==> src/rtl/npc_pkg.sv <==
package npc_pkg;

   typedef enum logic {
      ISA_W32 = 1'b0,
      ISA_C16 = 1'b1
   } isa_e;

   typedef enum logic [1:0] {
      FLOW_SEQ  = 2'd0,
      FLOW_BR   = 2'd1,
      FLOW_PEND = 2'd2
   } flow_e;

endpackage

==> src/rtl/npc_jump_calc.sv <==
module npc_jump_calc
   import npc_pkg::*;
#(
   parameter int AW = 32,
   parameter int TW = 26,
   localparam int HI_W = AW - TW - 2
) (
   input  logic [HI_W-1:0] slot_hi_i,
   input  logic [TW-1:0]   jtgt_i,
   input  logic [AW-1:0]   rs_i,
   output logic [AW-1:0]   abs_tgt_o,
   output logic [AW-1:0]   reg_tgt_o,
   output isa_e            reg_mode_o
);

   generate
      if (HI_W < 1) begin : g_bad_width
         $error("npc_jump_calc: address width must exceed target field plus two");
      end
   endgenerate

   always_comb begin
      abs_tgt_o = {slot_hi_i, jtgt_i, 2'b00};
   end

   always_comb begin
      reg_mode_o = isa_e'(rs_i[0]);
      if (rs_i[0]) begin
         reg_tgt_o = {rs_i[AW-1:1], 1'b0};
      end else begin
         reg_tgt_o = rs_i;
      end
   end

endmodule

==> src/rtl/npc_pend_reg.sv <==
module npc_pend_reg
   import npc_pkg::*;
#(
   parameter int AW = 32
) (
   input  logic          clk_i,
   input  logic          rst_i,
   input  logic          load_i,
   input  logic          clr_i,
   input  logic [AW-1:0] tgt_i,
   input  isa_e          mode_i,
   input  logic          link_i,
   input  isa_e          lmode_i,
   output logic          vld_o,
   output logic [AW-1:0] tgt_o,
   output isa_e          mode_o,
   output logic          link_o,
   output isa_e          lmode_o
);

   always_ff @(posedge clk_i) begin
      if (rst_i) begin
         vld_o   <= 1'b0;
         tgt_o   <= '0;
         mode_o  <= ISA_W32;
         link_o  <= 1'b0;
         lmode_o <= ISA_W32;
      end else if (load_i) begin
         vld_o   <= 1'b1;
         tgt_o   <= tgt_i;
         mode_o  <= mode_i;
         link_o  <= link_i;
         lmode_o <= lmode_i;
      end else if (clr_i) begin
         vld_o   <= 1'b0;
         link_o  <= 1'b0;
      end
   end

   // a jump is never parked on top of one still waiting
   p_no_overlap_r10: assert property (@(posedge clk_i) disable iff (rst_i)
      load_i |-> !vld_o);

   // the parked jump survives a stalled cycle
   p_pend_hold_r3: assert property (@(posedge clk_i) disable iff (rst_i)
      (!load_i && !clr_i) |=> $stable(vld_o) && $stable(tgt_o));

endmodule

==> src/rtl/npc_seq.sv <==
module npc_seq
   import npc_pkg::*;
#(
   parameter int          AW        = 32,
   parameter int          TW        = 26,
   parameter logic [31:0] RESET_VEC = 32'h0000_1000
) (
   input  logic          clk_i,
   input  logic          rst_i,
   input  logic          adv_i,
   input  logic          len16_i,
   input  logic          jal_i,
   input  logic          jalx_i,
   input  logic          jr_i,
   input  logic          br_i,
   input  logic          br_taken_i,
   input  logic [AW-1:0] br_tgt_i,
   input  logic [TW-1:0] jtgt_i,
   input  logic [AW-1:0] rs_i,
   output logic [AW-1:0] pc_o,
   output logic          isa16_o,
   output logic          link_we_o,
   output logic [AW-1:0] link_o,
   output logic          addr_err_o
);

   localparam int          HI_W  = AW - TW - 2;
   localparam logic [AW-1:0] INC16 = AW'(2);
   localparam logic [AW-1:0] INC32 = AW'(4);
   localparam logic [AW-1:0] RVEC  = RESET_VEC[AW-1:0];

   generate
      if (AW > 32) begin : g_bad_aw
         $error("npc_seq: address width above 32 not supported by reset vector");
      end
      if (RESET_VEC[1:0] != 2'b00) begin : g_bad_rvec
         $error("npc_seq: reset vector must be word aligned");
      end
   endgenerate

   logic [AW-1:0] pc_q;
   isa_e          mode_q;
   logic [AW-1:0] seq_addr;
   logic [AW-1:0] abs_tgt;
   logic [AW-1:0] reg_tgt;
   isa_e          reg_mode;
   logic          pend_vld;
   logic [AW-1:0] pend_tgt;
   isa_e          pend_mode;
   logic          pend_link;
   isa_e          pend_lmode;
   logic          any_jump;
   logic          take_jump;
   logic          consume;
   logic          br_go;
   flow_e         flow;
   logic [AW-1:0] pc_next;
   logic [AW-1:0] jump_tgt;
   isa_e          jump_mode;

   always_comb begin
      seq_addr = pc_q + (len16_i ? INC16 : INC32);
   end

   npc_jump_calc #(.AW(AW), .TW(TW)) calc_i (
      .slot_hi_i  (seq_addr[AW-1 -: HI_W]),
      .jtgt_i     (jtgt_i),
      .rs_i       (rs_i),
      .abs_tgt_o  (abs_tgt),
      .reg_tgt_o  (reg_tgt),
      .reg_mode_o (reg_mode)
   );

   always_comb begin
      any_jump  = jal_i | jalx_i | jr_i;
      take_jump = adv_i & ~pend_vld & any_jump;
      consume   = adv_i & pend_vld;
      br_go     = adv_i & ~pend_vld & br_i & br_taken_i;
   end

   always_comb begin
      if (jr_i) begin
         jump_tgt  = reg_tgt;
         jump_mode = reg_mode;
      end else begin
         jump_tgt  = abs_tgt;
         jump_mode = jalx_i ? isa_e'(~mode_q) : mode_q;
      end
   end

   npc_pend_reg #(.AW(AW)) pend_i (
      .clk_i   (clk_i),
      .rst_i   (rst_i),
      .load_i  (take_jump),
      .clr_i   (consume),
      .tgt_i   (jump_tgt),
      .mode_i  (jump_mode),
      .link_i  (jal_i | jalx_i),
      .lmode_i (mode_q),
      .vld_o   (pend_vld),
      .tgt_o   (pend_tgt),
      .mode_o  (pend_mode),
      .link_o  (pend_link),
      .lmode_o (pend_lmode)
   );

   always_comb begin
      if (pend_vld) begin
         flow = FLOW_PEND;
      end else if (br_i && br_taken_i) begin
         flow = FLOW_BR;
      end else begin
         flow = FLOW_SEQ;
      end
      unique case (flow)
         FLOW_PEND: pc_next = pend_tgt;
         FLOW_BR:   pc_next = br_tgt_i;
         default:   pc_next = seq_addr;
      endcase
   end

   always_ff @(posedge clk_i) begin
      if (rst_i) begin
         pc_q   <= RVEC;
         mode_q <= ISA_W32;
      end else if (adv_i) begin
         pc_q <= pc_next;
         if (consume) begin
            mode_q <= pend_mode;
         end
      end
   end

   always_comb begin
      pc_o       = pc_q;
      isa16_o    = (mode_q == ISA_C16);
      link_we_o  = consume & pend_link;
      link_o     = {seq_addr[AW-1:1], pend_lmode};
      addr_err_o = (mode_q == ISA_W32) && (pc_q[1:0] != 2'b00);
   end

   // event inputs are one-hot or idle (input contract)
   p_ev_onehot_r10: assert property (@(posedge clk_i) disable iff (rst_i)
      $onehot0({jal_i, jalx_i, jr_i, br_i}));

   // a stall freezes the fetch address and the mode
   p_hold_r3: assert property (@(posedge clk_i) disable iff (rst_i)
      !adv_i |=> $stable(pc_o) && $stable(isa16_o));

   // a jump moves first to its delay slot, with a target parked
   p_slot_r4: assert property (@(posedge clk_i) disable iff (rst_i)
      take_jump |=> (pc_o == $past(seq_addr)) && pend_vld);

   // the mode never changes while the delay slot is pending
   p_mode_slot_r6: assert property (@(posedge clk_i) disable iff (rst_i)
      take_jump |=> isa16_o == $past(isa16_o));

   // compact-mode fetch addresses stay halfword aligned
   p_c16_align_r7: assert property (@(posedge clk_i) disable iff (rst_i)
      isa16_o |-> !pc_o[0]);

   // a taken branch redirects at once and parks nothing
   p_br_r8: assert property (@(posedge clk_i) disable iff (rst_i)
      br_go |=> (pc_o == $past(br_tgt_i)) && !pend_vld);

   // retiring a delay slot leaves nothing pending
   p_slot_done_r10: assert property (@(posedge clk_i) disable iff (rst_i)
      consume |=> !pend_vld);

   // only a retiring delay slot of an absolute jump writes the link
   p_link_src_r11: assert property (@(posedge clk_i) disable iff (rst_i)
      link_we_o |-> adv_i && pend_vld);

endmodule

==> config.mk <==
export PLATFORM = sky130hd
export DESIGN_NAME = npc_seq
export DESIGN_NICKNAME = d
export VERILOG_FILES = /design/src/rtl/npc_pkg.sv /design/src/rtl/npc_jump_calc.sv /design/src/rtl/npc_pend_reg.sv /design/src/rtl/npc_seq.sv
export SDC_FILE = /design/constraint.sdc
export NUM_CORES = 1
export LEC_CHECK = 0
export CORE_MARGIN = 1
export CORE_UTILIZATION = 40
export DETAILED_ROUTE_END_ITERATION = 12
export GPL_TIMING_DRIVEN = 0
export PLACE_DENSITY = 0.89
export SLEW_MARGIN = 10
export SYNTH_ARGS = -nofsm -noshare
export SYNTH_HDL_FRONTEND = slang
export SYNTH_SLANG_ARGS = --single-unit
==> constraint.sdc <==
create_clock -name clk_i -period 2.66 [get_ports clk_i]
set_clock_uncertainty 0.1 [all_clocks]
set_input_delay 0.266 -clock clk_i [delete_from_list [all_inputs] [get_ports clk_i]]
set_output_delay 0.266 -clock clk_i [all_outputs]
set_load 0.02 [all_outputs]
==> report_table.html <==
<table>
<tr><th>Metric</th><th>Value</th></tr>
<tr><th colspan="2">Yosys</th></tr>
<tr><td>Number of enable-type register cells in the synthesized netlist</td><td>0</td></tr>
<tr><td>Area share of the largest cell type after synthesis</td><td>0.327</td></tr>
<tr><td>Top post-synthesis cells by area</td><td>dfxtp_1, mux2i_1, nor2_1</td></tr>
<tr><td>Library cells used by synthesis</td><td>52</td></tr>
<tr><td>Library cell with the highest instance count after synthesis</td><td>nor2_1</td></tr>
<tr><td>Count of warnings emitted by yosys</td><td>0</td></tr>
<tr><td>Synthesized cell area</td><td>roughly 0.0042 mm²</td></tr>
<tr><td>Main synth FF type</td><td>dfxtp_1</td></tr>
<tr><td>Top cell types by occurrence after synthesis</td><td>nor2_1, dfxtp_1, nand2_1</td></tr>
<tr><td>Cell taking the most area after synthesis</td><td>dfxtp_1</td></tr>
<tr><td>Post-synthesis sequential element count</td><td>68</td></tr>
<tr><td>Share of synthesized registers carrying an async set or reset</td><td>0</td></tr>
<tr><td>Sequential-to-total area share from yosys stat</td><td>0.327</td></tr>
<tr><td>Synthesized netlist cell count</td><td>roughly 540</td></tr>
<tr><td>Per-instance average area after synthesis</td><td>a little under 8 µm²</td></tr>
<tr><td>Mapped Nets</td><td>643</td></tr>
<tr><th colspan="2">Place</th></tr>
<tr><td>GP Congestion</td><td>around 0.90</td></tr>
<tr><td>Setup WS pre-CTS</td><td>-1.12 ns</td></tr>
<tr><td>Placed instance count</td><td>838</td></tr>
<tr><td>Detailed Place HPWL</td><td>12400 µm</td></tr>
<tr><td>Quantity of I/O buffers inserted on ports</td><td>164</td></tr>
<tr><td>Area of placed instances</td><td>0.00598 mm²</td></tr>
<tr><th colspan="2">Die</th></tr>
<tr><td>Top-level I/O count</td><td>166</td></tr>
<tr><td>Die height</td><td>about 100 µm</td></tr>
<tr><td>Die W</td><td>104 µm</td></tr>
<tr><td>Core region area</td><td>0.00995 mm²</td></tr>
<tr><td>FP Rows</td><td>36</td></tr>
<tr><td>Die Area</td><td>0.0108 mm²</td></tr>
<tr><td>Initial Util</td><td>0.418</td></tr>
<tr><th colspan="2">Timing</th></tr>
<tr><td>Post-layout min period</td><td>2.86 ns</td></tr>
<tr><td>Post-route worst setup slack</td><td>-0.196 ns</td></tr>
<tr><td>Slew headroom</td><td>0.510</td></tr>
<tr><td>RSZ-0062 raised after global routing</td><td>yes</td></tr>
<tr><td>Share of the clock period used by the worst path</td><td>1.07</td></tr>
<tr><td>Number of setup violations in the final report</td><td>5</td></tr>
<tr><td>Final Max Tran Viols</td><td>0</td></tr>
<tr><td>F_max</td><td>between 300 and 400 MHz</td></tr>
<tr><td>Actual transition at the worst max-transition pin</td><td>approximately 0.73 ns</td></tr>
<tr><td>Hold Vio Cnt, Final</td><td>0</td></tr>
<tr><th colspan="2">Run status</th></tr>
<tr><td>Run status</td><td>complete, but fails checks</td></tr>
<tr><td>Violations in the final reports</td><td>setup timing</td></tr>
<tr><th colspan="2">Cells and area</th></tr>
<tr><td>Fraction of layout instances using a drive strength above 1</td><td>0.155</td></tr>
<tr><td>Non-Filler Cell Area, Final</td><td>0.00650 mm²</td></tr>
<tr><td>Area growth from synthesis to layout</td><td>56.2%</td></tr>
<tr><td>Fin cells</td><td>875</td></tr>
<tr><td># diodes</td><td>0</td></tr>
<tr><td>Number of nets at the end of the flow</td><td>between 800 and 900</td></tr>
<tr><th colspan="2">Worst setup path</th></tr>
<tr><td>Peak per-stage delay on the critical path</td><td>0.48 ns</td></tr>
<tr><td>Worst path most repeated cell</td><td>or3_4</td></tr>
<tr><td>CP Max Fanout</td><td>3</td></tr>
<tr><td>Worst Reg-to-Reg Cells</td><td>7</td></tr>
<tr><td>Cell chain of the critical path</td><td>ha_4 -&gt; fa_2 -&gt; nand4_1 -&gt; or3_4 -&gt; or3_4 -&gt; xnor2_4 -&gt; buf_6</td></tr>
<tr><td>Element type at the critical path end</td><td>output pin</td></tr>
<tr><td>Data required time of the critical path</td><td>around 2.3 ns</td></tr>
<tr><td>Number of logic stages on the critical path including buffering</td><td>7</td></tr>
<tr><td>Kind of cell with the highest combined delay on the critical path</td><td>simple AND/OR/NAND/NOR gates</td></tr>
<tr><td>Critical-path cell with the highest stage delay</td><td>or3_4</td></tr>
<tr><td>Register-to-register path setup slack</td><td>0.06 ns</td></tr>
<tr><td>Worst r2r src</td><td>pc_o[1]</td></tr>
<tr><td>Kind of launch point of the worst setup path</td><td>flip-flop</td></tr>
<tr><td>Endpoint of the lowest-slack register-to-register path</td><td>pc_o[31]</td></tr>
<tr><td>Critical path data arrival time</td><td>2.49 ns</td></tr>
<tr><td>WS Path Type</td><td>reg -&gt; out</td></tr>
<tr><td>Number of buffers and inverters on the critical path</td><td>1</td></tr>
<tr><th colspan="2">GRT</th></tr>
<tr><td>First-pass GRT wire length</td><td>roughly 26000 µm</td></tr>
<tr><td>Total track usage</td><td>0.307</td></tr>
<tr><td>Via count of the first global-routing pass</td><td>4928</td></tr>
<tr><td>Antenna violations before repair</td><td>0</td></tr>
<tr><td>Maximum number of pins on one net before global-route repair</td><td>20</td></tr>
<tr><td>Overflow left after global routing</td><td>0</td></tr>
<tr><th colspan="2">Clocking</th></tr>
<tr><td>Maximum count of clock buffers along a single path</td><td>2</td></tr>
<tr><td>Clock latency of the later-clocked register in the worst-skew pair</td><td>0.36 ns</td></tr>
<tr><td>Count of H-tree levels built during CTS</td><td>3</td></tr>
<tr><td>Clock sink total</td><td>68</td></tr>
<tr><td>Total clock buffers created by CTS</td><td>9</td></tr>
<tr><td>CTS tree</td><td>yes</td></tr>
<tr><td>Cts hold-fix bufs</td><td>0</td></tr>
<tr><td>Post-CTS clock slew at the launch and capture registers of the worst setup and hold paths</td><td>0.07 ns</td></tr>
<tr><td>Clk Tree Root Cell</td><td>clkbuf_8</td></tr>
<tr><th colspan="2">Drt</th></tr>
<tr><td>Detailed Routing Iterations Pass 1</td><td>5</td></tr>
<tr><td>Via density per instance</td><td>5.91</td></tr>
<tr><td>Count of nets left with antenna violations after detail routing</td><td>0</td></tr>
<tr><td>Routed len/inst</td><td>~19 µm</td></tr>
<tr><td>Number of vias in the routed layout</td><td>around 5200</td></tr>
<tr><td>DRC errors left</td><td>0</td></tr>
<tr><td>First-iteration detailed-routing DRC count</td><td>around 570</td></tr>
<tr><td>Post-Route WL</td><td>16900 µm</td></tr>
<tr><th colspan="2">Flow run</th></tr>
<tr><td>Maximum Capacitance Violations</td><td>0</td></tr>
<tr><th colspan="2">Hold path</th></tr>
<tr><td>Min-Delay Endpoint</td><td>pend_i.link_o</td></tr>
<tr><td>Hold crit path type</td><td>reg -&gt; reg</td></tr>
<tr><td>Worst hold stages</td><td>2</td></tr>
<tr><td>Launch point of the worst hold path</td><td>pend_i.link_o</td></tr>
<tr><th colspan="2">Power</th></tr>
<tr><td>Power density normalized to cell area</td><td>439 mW/mm²</td></tr>
<tr><td>Total chip power</td><td>2850 µW</td></tr>
<tr><td>Total leakage power</td><td>between 0.002 and 0.003 µW</td></tr>
<tr><td>Worst IR Drop VDD</td><td>0.205 mV</td></tr>
</table>
==> sequential cells by signal, indices dropped and copies added, names as in the netlist <==
| register | count |
|---|---|
| pend_i.mode_o | 1 |
| pend_i.vld_o | 1 |
| pend_i.lmode_o | 1 |
| pend_i.link_o | 1 |
| pc_o | 32 |
| isa16_o | 1 |
| pend_i.tgt_o | 31 |
==> cell type report <==
cell class              instances  area, µm²
fillers                       904       3450
multi-input cells             413       2740
repair buffers                187       1770
flip-flops and latches         68       1390
plain buffers                  46        203
well taps                     133        166
clock buffers                  10        128
clock inverters                 6       65.1
inverters                      12       45.0
==> kinds of logic (layout without fill, tap and decap cells) <==
kind of cell / after synthesis / count (layout) / share of synthesized area
and+or+nand+nor: 197 / 197 / 0.223
AOI/OAI and AO/OA: 153 / 153 / 0.247
DFF: 68 / 68 / 0.327
buffers and inverters: 60 / 261 / 0.0574
xor gates and xnor gates: 30 / 30 / 0.0631
muxes: 30 / 30 / 0.0721
adders and majority gates: 3 / 3 / 0.0108
==> timing repair <==
item                       4_1_cts  5_1_grt
resized for setup              117       47
pin swaps                       11        8
setup endpoints to repair       34       33
setup buffers                   20        6
==> through the flow <==
stage,setup TNS (ns),hold slack [ns],utilization
2_1_floorplan,-0.00299,0.318,-
3_3_place_gp,-20.19,0.340,0.600
3_5_place_dp,-22.03,0.350,0.600
4_1_cts,-1.16,0.359,0.644
5_1_grt,-0.701,0.391,0.653
6_report,-0.371,0.361,0.653
==> cells in the final DEF (no fill, tap or decap), types with 6 or more instances in the layout <==
cell               n
clkbuf_8           9
a211oi_1          28
a31oi_1            7
xor2_1            10
buf_4             31
nor2_1            67
clkbuf_1          37
xnor2_1           15
buf_2              6
clkdlybuf4s50_1  136
o32ai_1            6
dfxtp_1           53
dfxtp_2           13
inv_1             11
a22oi_1            8
nor3_1            10
nand4_1            7
o21ai_0           30
mux2i_1           30
nand2_1           55
dlygate4sd2_1      6
a21oi_1           34
nand3_1           11
==> metal layers <==
metal / share of wire / vias to the layer above / global-route usage
met4: 0.031 / 0 / 0.118
met5: 0 / - / 0
met3: 0.11 / 41 / 0.0457
met2: 0.47 / 365 / 0.519
li1: - / 2342 / -
met1: 0.39 / 2423 / 0.392
==> worst reg2reg max path, cell delays in order (launching register included) <==
cell and delay [ns]:
dfxtp_4 0.36, ha_4 0.14, fa_2 0.23, nand4_1 0.23, or3_4 0.48, or3_4 0.38, or4_1 0.48, a31oi_1 0.13
==> power breakdown <==
part	switching [µW]	total (µW)	internal (µW)
clock	437	870	433
combinational	423	808	385
sequential	84.3	1180	1090
==> how the worst max path moves through the flow <==
stage | from | slack [ns] | to
after detailed placement | len16_i | -1.12 | link_o[30]
after floorplan | pc_o[1] | -0.003 | link_o[31]
after global routing | pc_o[1] | -0.21 | link_o[31]
final | pc_o[1] | -0.20 | link_o[31]
after global placement | len16_i | -1.13 | link_o[30]
after CTS | pc_o[1] | -0.26 | link_o[31]
No activity file was read; power rests on OpenSTA's default activity.
